## src/rtl/wt_regs_pkg.sv

```systemverilog
package wt_regs_pkg;
   // register addresses decoded by the host port
   localparam logic [3:0] RA_BANK     = 4'd0;
   localparam logic [3:0] RA_MBAL     = 4'd1;
   localparam logic [3:0] RA_PER_LO   = 4'd2;
   localparam logic [3:0] RA_PER_HI   = 4'd3;
   localparam logic [3:0] RA_CTRL     = 4'd4;
   localparam logic [3:0] RA_VBAL     = 4'd5;
   localparam logic [3:0] RA_WAVE     = 4'd6;
   localparam logic [3:0] RA_NOISE    = 4'd7;
   localparam logic [3:0] RA_LFO_RATE = 4'd8;
   localparam logic [3:0] RA_LFO_CTRL = 4'd9;

   // control byte fields
   localparam int CTRL_PLAY_BIT = 7;
   localparam int CTRL_DIR_BIT  = 6;
   localparam int LEVEL_W       = 5;
   localparam int NOISE_W       = 5;
endpackage

```

## src/rtl/wt_play_timer.sv

```systemverilog
module wt_play_timer #(
   parameter int PERIOD_W = 12,
   parameter int PTR_W    = 5
) (
   input  logic                clk,
   input  logic                rst_n,
   input  logic                play,
   input  logic [PERIOD_W-1:0] period,
   output logic [PTR_W-1:0]    play_ptr
);
   localparam int CNT_W = PERIOD_W + 1;

   logic [CNT_W-1:0] span;
   logic [CNT_W-1:0] cnt;

   // a zero period stands for the full range
   always_comb begin
      if (period == '0) span = CNT_W'(1) << PERIOD_W;
      else              span = {1'b0, period};
   end

   always_ff @(posedge clk) begin
      if (!rst_n) begin
         cnt      <= '0;
         play_ptr <= '0;
      end else if (!play) begin
         cnt <= span;
      end else if (cnt == CNT_W'(1)) begin
         cnt      <= span;
         play_ptr <= play_ptr + PTR_W'(1);
      end else begin
         cnt <= cnt - CNT_W'(1);
      end
   end

   a_r9_hold_idle: assert property (@(posedge clk) disable iff (!rst_n)
      !play |=> $stable(play_ptr));
   a_r9_single_step: assert property (@(posedge clk) disable iff (!rst_n)
      !$stable(play_ptr) |-> play_ptr == $past(play_ptr) + PTR_W'(1));
endmodule

```

## src/rtl/wt_wave_store.sv

```systemverilog
module wt_wave_store #(
   parameter int DEPTH    = 32,
   parameter int SAMPLE_W = 5,
   localparam int PTR_W   = $clog2(DEPTH)
) (
   input  logic                clk,
   input  logic                rst_n,
   input  logic                load,
   input  logic                rewind,
   input  logic [SAMPLE_W-1:0] load_data,
   input  logic [PTR_W-1:0]    rd_ptr,
   output logic [PTR_W-1:0]    load_ptr,
   output logic [SAMPLE_W-1:0] rd_sample
);
   if (DEPTH != (1 << PTR_W)) begin : g_bad_depth
      $error("wt_wave_store: DEPTH must be a power of two");
   end

   logic [SAMPLE_W-1:0] mem [DEPTH];

   always_ff @(posedge clk) begin
      if (!rst_n) begin
         load_ptr <= '0;
         for (int i = 0; i < DEPTH; i++) mem[i] <= '0;
      end else if (rewind) begin
         load_ptr <= '0;
      end else if (load) begin
         mem[load_ptr] <= load_data;
         load_ptr      <= load_ptr + PTR_W'(1);
      end
   end

   assign rd_sample = mem[rd_ptr];

   a_r5_load_steps: assert property (@(posedge clk) disable iff (!rst_n)
      load && !rewind |=> load_ptr == $past(load_ptr) + PTR_W'(1));
   a_r6_rewind_zero: assert property (@(posedge clk) disable iff (!rst_n)
      rewind |=> load_ptr == '0);
endmodule

```

## src/rtl/wt_voice.sv

```systemverilog
module wt_voice
   import wt_regs_pkg::*;
#(
   parameter int PERIOD_W  = 12,
   parameter int DEPTH     = 32,
   parameter int SAMPLE_W  = 5,
   parameter bit HAS_NOISE = 1'b0,
   localparam int PTR_W    = $clog2(DEPTH)
) (
   input  logic                clk,
   input  logic                rst_n,
   input  logic                sel_wr,
   input  logic [3:0]          addr,
   input  logic [7:0]          data,
   output logic [PERIOD_W-1:0] period,
   output logic                play,
   output logic                direct,
   output logic [LEVEL_W-1:0]  level,
   output logic [7:0]          bal,
   output logic                noise_en,
   output logic [NOISE_W-1:0]  noise_rate,
   output logic [PTR_W-1:0]    load_ptr,
   output logic [PTR_W-1:0]    play_ptr,
   output logic [SAMPLE_W-1:0] sample
);
   localparam int HI_W = PERIOD_W - 8;

   logic wave_load, wave_rewind;

   always_ff @(posedge clk) begin
      if (!rst_n) begin
         period <= '0;
         play   <= 1'b0;
         direct <= 1'b0;
         level  <= '0;
         bal    <= '0;
      end else if (sel_wr) begin
         case (addr)
            RA_PER_LO: period[7:0]          <= data;
            RA_PER_HI: period[PERIOD_W-1:8] <= data[HI_W-1:0];
            RA_CTRL: begin
               play   <= data[CTRL_PLAY_BIT];
               direct <= data[CTRL_DIR_BIT];
               level  <= data[LEVEL_W-1:0];
            end
            RA_VBAL:   bal <= data;
            default: ;
         endcase
      end
   end

   // noise fields exist only where the option is built
   if (HAS_NOISE) begin : g_noise
      always_ff @(posedge clk) begin
         if (!rst_n) begin
            noise_en   <= 1'b0;
            noise_rate <= '0;
         end else if (sel_wr && addr == RA_NOISE) begin
            noise_en   <= data[7];
            noise_rate <= data[NOISE_W-1:0];
         end
      end
   end else begin : g_no_noise
      assign noise_en   = 1'b0;
      assign noise_rate = '0;
   end

   assign wave_load   = sel_wr && addr == RA_WAVE && !play;
   assign wave_rewind = sel_wr && addr == RA_CTRL &&
                        !data[CTRL_PLAY_BIT] && data[CTRL_DIR_BIT];

   wt_wave_store #(.DEPTH(DEPTH), .SAMPLE_W(SAMPLE_W)) u_store (
      .clk       (clk),
      .rst_n     (rst_n),
      .load      (wave_load),
      .rewind    (wave_rewind),
      .load_data (data[SAMPLE_W-1:0]),
      .rd_ptr    (play_ptr),
      .load_ptr  (load_ptr),
      .rd_sample (sample)
   );

   wt_play_timer #(.PERIOD_W(PERIOD_W), .PTR_W(PTR_W)) u_timer (
      .clk      (clk),
      .rst_n    (rst_n),
      .play     (play),
      .period   (period),
      .play_ptr (play_ptr)
   );

   a_r5_frozen_when_playing: assert property (@(posedge clk) disable iff (!rst_n)
      sel_wr && addr == RA_WAVE && play |=> $stable(load_ptr));
   a_r4_ctrl_fields: assert property (@(posedge clk) disable iff (!rst_n)
      sel_wr && addr == RA_CTRL |=> play == $past(data[CTRL_PLAY_BIT]) &&
                                    level == $past(data[LEVEL_W-1:0]));
endmodule

```

## src/rtl/wt_sound_regs.sv

```systemverilog
module wt_sound_regs
   import wt_regs_pkg::*;
#(
   parameter int NUM_V       = 6,
   parameter int DEPTH       = 32,
   parameter int SAMPLE_W    = 5,
   parameter int PERIOD_W    = 12,
   parameter int NOISE_FIRST = 4,
   localparam int PTR_W      = $clog2(DEPTH)
) (
   input  logic                      clk,
   input  logic                      rst_n,
   input  logic                      wr_en,
   input  logic [3:0]                wr_addr,
   input  logic [7:0]                wr_data,
   output logic [2:0]                bank_sel,
   output logic [7:0]                master_bal,
   output logic [7:0]                lfo_rate,
   output logic                      lfo_trig,
   output logic [1:0]                lfo_mode,
   output logic [NUM_V*PERIOD_W-1:0] v_period,
   output logic [NUM_V-1:0]          v_play,
   output logic [NUM_V-1:0]          v_direct,
   output logic [NUM_V*LEVEL_W-1:0]  v_level,
   output logic [NUM_V*8-1:0]        v_bal,
   output logic [NUM_V-1:0]          v_noise_en,
   output logic [NUM_V*NOISE_W-1:0]  v_noise_rate,
   output logic [NUM_V*PTR_W-1:0]    v_load_ptr,
   output logic [NUM_V*PTR_W-1:0]    v_play_ptr,
   output logic [NUM_V*SAMPLE_W-1:0] v_sample
);
   if (NUM_V < 1 || NUM_V > 8) begin : g_bad_voices
      $error("wt_sound_regs: NUM_V must be 1..8");
   end
   if (PERIOD_W < 9 || PERIOD_W > 16) begin : g_bad_period
      $error("wt_sound_regs: PERIOD_W must be 9..16");
   end
   if (SAMPLE_W < 1 || SAMPLE_W > 8) begin : g_bad_sample
      $error("wt_sound_regs: SAMPLE_W must be 1..8");
   end

   logic voice_reg;
   assign voice_reg = wr_en && wr_addr >= RA_PER_LO && wr_addr <= RA_NOISE;

   always_ff @(posedge clk) begin
      if (!rst_n) begin
         bank_sel   <= '0;
         master_bal <= '0;
         lfo_rate   <= '0;
         lfo_trig   <= 1'b0;
         lfo_mode   <= '0;
      end else if (wr_en) begin
         case (wr_addr)
            RA_BANK:     bank_sel   <= wr_data[2:0];
            RA_MBAL:     master_bal <= wr_data;
            RA_LFO_RATE: lfo_rate   <= wr_data;
            RA_LFO_CTRL: begin
               lfo_trig <= wr_data[7];
               lfo_mode <= wr_data[1:0];
            end
            default: ;
         endcase
      end
   end

   for (genvar v = 0; v < NUM_V; v++) begin : g_voice
      logic sel_wr;
      assign sel_wr = voice_reg && bank_sel == 3'(v);

      wt_voice #(
         .PERIOD_W  (PERIOD_W),
         .DEPTH     (DEPTH),
         .SAMPLE_W  (SAMPLE_W),
         .HAS_NOISE (v >= NOISE_FIRST)
      ) u_voice (
         .clk        (clk),
         .rst_n      (rst_n),
         .sel_wr     (sel_wr),
         .addr       (wr_addr),
         .data       (wr_data),
         .period     (v_period[v*PERIOD_W +: PERIOD_W]),
         .play       (v_play[v]),
         .direct     (v_direct[v]),
         .level      (v_level[v*LEVEL_W +: LEVEL_W]),
         .bal        (v_bal[v*8 +: 8]),
         .noise_en   (v_noise_en[v]),
         .noise_rate (v_noise_rate[v*NOISE_W +: NOISE_W]),
         .load_ptr   (v_load_ptr[v*PTR_W +: PTR_W]),
         .play_ptr   (v_play_ptr[v*PTR_W +: PTR_W]),
         .sample     (v_sample[v*SAMPLE_W +: SAMPLE_W])
      );
   end

   a_r1_bank_load: assert property (@(posedge clk) disable iff (!rst_n)
      wr_en && wr_addr == RA_BANK |=> bank_sel == $past(wr_data[2:0]));
   a_r11_high_bank_inert: assert property (@(posedge clk) disable iff (!rst_n)
      voice_reg && bank_sel >= 3'(NUM_V) |=>
         $stable(v_period) && $stable(v_play) && $stable(v_level) &&
         $stable(v_bal) && $stable(v_load_ptr) && $stable(v_noise_en));
   a_r8_lfo_ctrl: assert property (@(posedge clk) disable iff (!rst_n)
      wr_en && wr_addr == RA_LFO_CTRL |=>
         lfo_mode == $past(wr_data[1:0]) && lfo_trig == $past(wr_data[7]));
endmodule

```

## config.mk

```make
export PLATFORM = sky130hd
export DESIGN_NAME = wt_sound_regs
export DESIGN_NICKNAME = d
export VERILOG_FILES = /design/src/rtl/wt_regs_pkg.sv /design/src/rtl/wt_play_timer.sv /design/src/rtl/wt_wave_store.sv /design/src/rtl/wt_voice.sv /design/src/rtl/wt_sound_regs.sv
export SDC_FILE = /design/constraint.sdc
export NUM_CORES = 2
export LEC_CHECK = 0
export ABC_CLOCK_PERIOD_IN_PS = 7500
export BUFFER_PORTS_ARGS = -buffer_cell sky130_fd_sc_hd__buf_2
export CAP_MARGIN = 10
export CORE_MARGIN = 2
export CORE_UTILIZATION = 69
export CTS_BUF_LIST = sky130_fd_sc_hd__clkbuf_8
export DETAILED_ROUTE_END_ITERATION = 6
export PLACE_DENSITY = 0.86
export SLEW_MARGIN = 20
export SYNTH_ARGS = -nofsm -noshare
export SYNTH_HDL_FRONTEND = slang
export SYNTH_HIERARCHICAL = 1
export SYNTH_SLANG_ARGS = --single-unit
export TNS_END_PERCENT = 10
```

## constraint.sdc

```tcl
create_clock -name clk -period 7.5 [get_ports clk]
set_input_delay 0.375 -clock clk [delete_from_list [all_inputs] [get_ports clk]]
set_output_delay 0.375 -clock clk [all_outputs]
set_load 0.05 [all_outputs]
```

==> flow_metrics.tcl <==
set metrics [dict create \
    switching_share_pct 22.7 \
    grt_max_degree 136 \
    drt-total-wl_um 145000 \
    detail_route.first_pass.iterations 7 \
    worstPathCellList "nand2b_1, nor4_1, nand3b_4, nor4b_2, nand4b_1, o21ai_0" \
    violations "DRC" \
    fin_crit_ps 4530 \
    r2r_slack_ps 2970 \
    syn_avg_cell_area_um2 13.4 \
    ff2ff_path_depth 6 \
    grt_pass1_wl_um 221000 \
    cts_sinks 1294 \
    grt_usage_pct 32.2 \
    fin_cells 6073 \
    hp-class "in2reg" \
    die_area_um2 90700 \
    cap_violations 0 \
    hp-start "wr_data[5]" \
    layout-drive-gt1-share_pct 21.4 \
    worstReg2RegStart "bank_sel[1]$_SDFFE_PN0P_" \
    peakVddDrop_mv 0.190 \
    cts_buffers 199 \
    status "finished, violations left" \
    fin_tns_setup_ps 0 \
    yosys_warnings 6 \
    core_area_um2 87200 \
    ant_nets 0 \
    hold_end "g_voice[4].u_voice/period[5]$_SDFFE_PN0P_" \
    area_delta_synth_final_pct 9.16 \
    cpPeakStageDelay_ps 880 \
    fmax_mhz 221 \
    seq_area_frac_synth_pct 58.3 \
    cp_slowest_cell "o21ai_0" \
    die_w_um 301 \
    synthFlopType "edfxtp_1" \
    cts-root-buf "clkbuf_8" \
    syn_inst 4543 \
    hold_violations 0 \
    row_count 108 \
    hpwlAfterDp_um 95500 \
    grt-ovfl-total 0 \
    synth.distinct_cells 70 \
    p_sw_mw 3.23 \
    worstReg2RegEnd "g_voice[4].u_voice/u_store/mem[14][0]$_SDFFCE_PN0P_" \
    worstPathMaxFanout 16 \
    p_per_area_nw_per_um2 214 \
    slew_headroom_pct 23.9 \
    ys_top_cells_by_area "edfxtp_1 47%, mux4_2 11%, dfxtp_1 11%, and2_1 9.9%, mux2i_1 3.5%" \
    worst-path-buf-inv 0 \
    critPathRequiredTime_ps 8010 \
    syn_area_um2 60900 \
    fin_nets 4805 \
    setup_viol 0 \
    synth-seq-cells 1294 \
    start_kind "flip-flop" \
    path_depth 6 \
    rsz0062_at_grt "false" \
    worst_pin_slew_ps 1140 \
    synth_edf_count 960 \
    min_delay_path_depth 3 \
    die_h_um 301 \
    comb_power_share_pct 4.0 \
    cp.arrival_ps 5030 \
    drv_slew 0 \
    wl_per_cell_um 23.8 \
    num_vias 38200 \
    power.internal_mw 11.0 \
    p_leak_nw 24.6 \
    grt_pass1_vias 37400 \
    critPathTopFamily "simple AND/OR/NAND/NOR gates" \
    async_flop_share_pct 0 \
    num_io_pins 325 \
    end_kind "flip-flop" \
    routabilityCongestion 0.872 \
    placed_cells 5695 \
    cts_tree "yes" \
    yosysTopAreaCellShare_pct 47.3 \
    p_clk_share_pct 39.6 \
    drcViolationCount 1 \
    clk_path_buf_depth 3 \
    period_share_pct 60.4 \
    pwr-share-seq_pct 56.4 \
    clk_pin_slew_worst_paths_ps 60 \
    synth_top_area_cell "edfxtp_1" \
    io_buffers 300 \
    cts_resized 0 \
    drt_first_iter_violations 4485 \
    clkLatencyLatePin_ps 890 \
    antenna_found_initial 2 \
    start_util_pct 69.9 \
    worstSetupPathType "reg2reg" \
    ctsHtreeMaxLevel 4 \
    viasPerCell 6.28 \
    skew_ps 40.0 \
]
[through the flow]
stage	worst slack, ps	utilization (%)	power, mW	hold slack (ps)	instance area (um2)
finish	2970	76.3	14.2	66.1	66500
global route	2750	76.3	14.6	54.1	66500
CTS	3070	76.3	14.3	19.5	66500
detailed placement	2530	71.8	8.73	443	62600
global placement	2570	71.8	8.70	440	62600
floorplan	4150	-	8.49	490	61000
[flip-flops by register name, indices dropped and copies added, names as in the netlist, 10 cells and up]
register / count
g_voice.u_voice/u_store/mem: 960
g_voice.u_voice/u_timer/cnt: 78
g_voice.u_voice/period: 72
g_voice.u_voice/bal: 48
g_voice.u_voice/level: 30
g_voice.u_voice/u_store/load_ptr: 30
g_voice.u_voice/u_timer/play_ptr: 30
g_voice.u_voice/noise_rate: 10
[layout by cell type, fill, tap and decap left out, types with 25 or more instances in the layout]
cell,netlist,routed
inv_1,43,117
nand3_1,30,30
nand2_1,277,277
nand2b_1,25,25
xor2_1,43,43
dfxtp_1,334,322
ha_1,47,47
edfxtp_1,960,960
nand4b_1,25,25
nand3b_1,33,33
mux4_2,300,300
clkbuf_8,0,224
mux2i_1,213,213
mux2_2,30,30
clkinv_1,1,33
clkinv_2,0,30
and2_1,960,960
buf_2,38,294
a21oi_1,44,44
o21ai_0,204,204
nor2_1,286,286
xnor2_1,39,39
[synth_stat cells, types with 16 or more instances]
cell type,instances
nor4_1,24
edfxtp_1,960
dfxtp_1,334
xnor2_1,39
ha_1,47
clkbuf_1,230
nand2b_1,25
mux4_2,300
inv_1,43
a21oi_1,44
xor2_1,43
a211oi_2,24
a211oi_1,19
nand4b_1,25
nor3_1,16
mux2_2,30
nand3b_1,33
buf_4,48
nor2_1,286
buf_6,18
buf_2,38
or3_1,16
o21ai_0,204
nand2_1,277
nand4_1,16
nand3_1,30
and2_1,960
o21ai_1,21
mux2i_1,213
[power by group through the flow]
| stage | combinational (mW) | clock [mW] | sequential [mW] |
|---|---|---|---|
| 2_1_floorplan | 0.372 | 0 | 8.12 |
| 3_3_place_gp | 0.540 | 0 | 8.16 |
| 3_5_place_dp | 0.555 | 0 | 8.17 |
| 4_1_cts | 0.557 | 5.69 | 8.02 |
| 5_1_grt | 0.591 | 6.01 | 8.04 |
| 6_report | 0.563 | 5.63 | 8.02 |
[worst max-delay path by stage]
stage	start	endpoint	slack, ps
5_1_grt	bank_sel[1]$_SDFFE_PN0P_	g_voice[4].u_voice/u_store/mem[2][1]$_SDFFCE_PN0P_	2750
3_5_place_dp	wr_addr[2]	g_voice[4].u_voice/u_store/mem[20][3]$_SDFFCE_PN0P_	2530
3_3_place_gp	wr_addr[2]	g_voice[4].u_voice/u_store/mem[17][4]$_SDFFCE_PN0P_	2570
4_1_cts	bank_sel[1]$_SDFFE_PN0P_	g_voice[4].u_voice/u_store/mem[10][3]$_SDFFCE_PN0P_	3070
6_report	bank_sel[1]$_SDFFE_PN0P_	g_voice[4].u_voice/u_store/mem[14][0]$_SDFFCE_PN0P_	2970
2_1_floorplan	bank_sel[0]$_SDFFE_PN0P_	g_voice[5].u_voice/u_store/mem[14][0]$_SDFFCE_PN0P_	4150
[worst min-delay path, cell delays in order]
cell,delay [ps]
buf_2,280
nand2_1,160
mux2i_1,70
[layer usage]
layer	GRT usage, %	up-vias	part of all wire (%)
li1	-	16900	-
met3	7.54	349	10
met4	12.4	2	3.7
met1	43.3	18800	38
met5	0	-	0.0097
met2	51.5	2098	48
[cell type report]
cell class	count	area [um2]
clock inverters	151	779
diodes	1	2.50
fillers	5144	20600
inverters	44	165
clock buffers	224	3080
multi-input cells	2879	23700
repair buffers	325	1800
well taps	1155	1450
flip-flops and latches	1294	35500
[cell families (layout without fill, tap and decap cells)]
kind of cell | after synthesis | after routing | synth area share (%)
muxes | 543 | 543 | 15.1
AOI/OAI and AO/OA | 352 | 352 | 3.62
other | 4 | 25 | 0.0246
DFF | 1294 | 1294 | 58.3
adders and majority gates | 47 | 47 | 0.965
and+or+nand+nor | 1831 | 1831 | 17.8
xor gates and xnor gates | 82 | 82 | 1.18
buffers and inverters | 390 | 744 | 3.00
[what timing repair did]
action                     CTS  global route
setup endpoints to repair    0             0
setup buffers                0             0
hold endpoints to repair     3             0
hold buffers                 1             0
No activity file was read; power rests on OpenSTA's default activity.
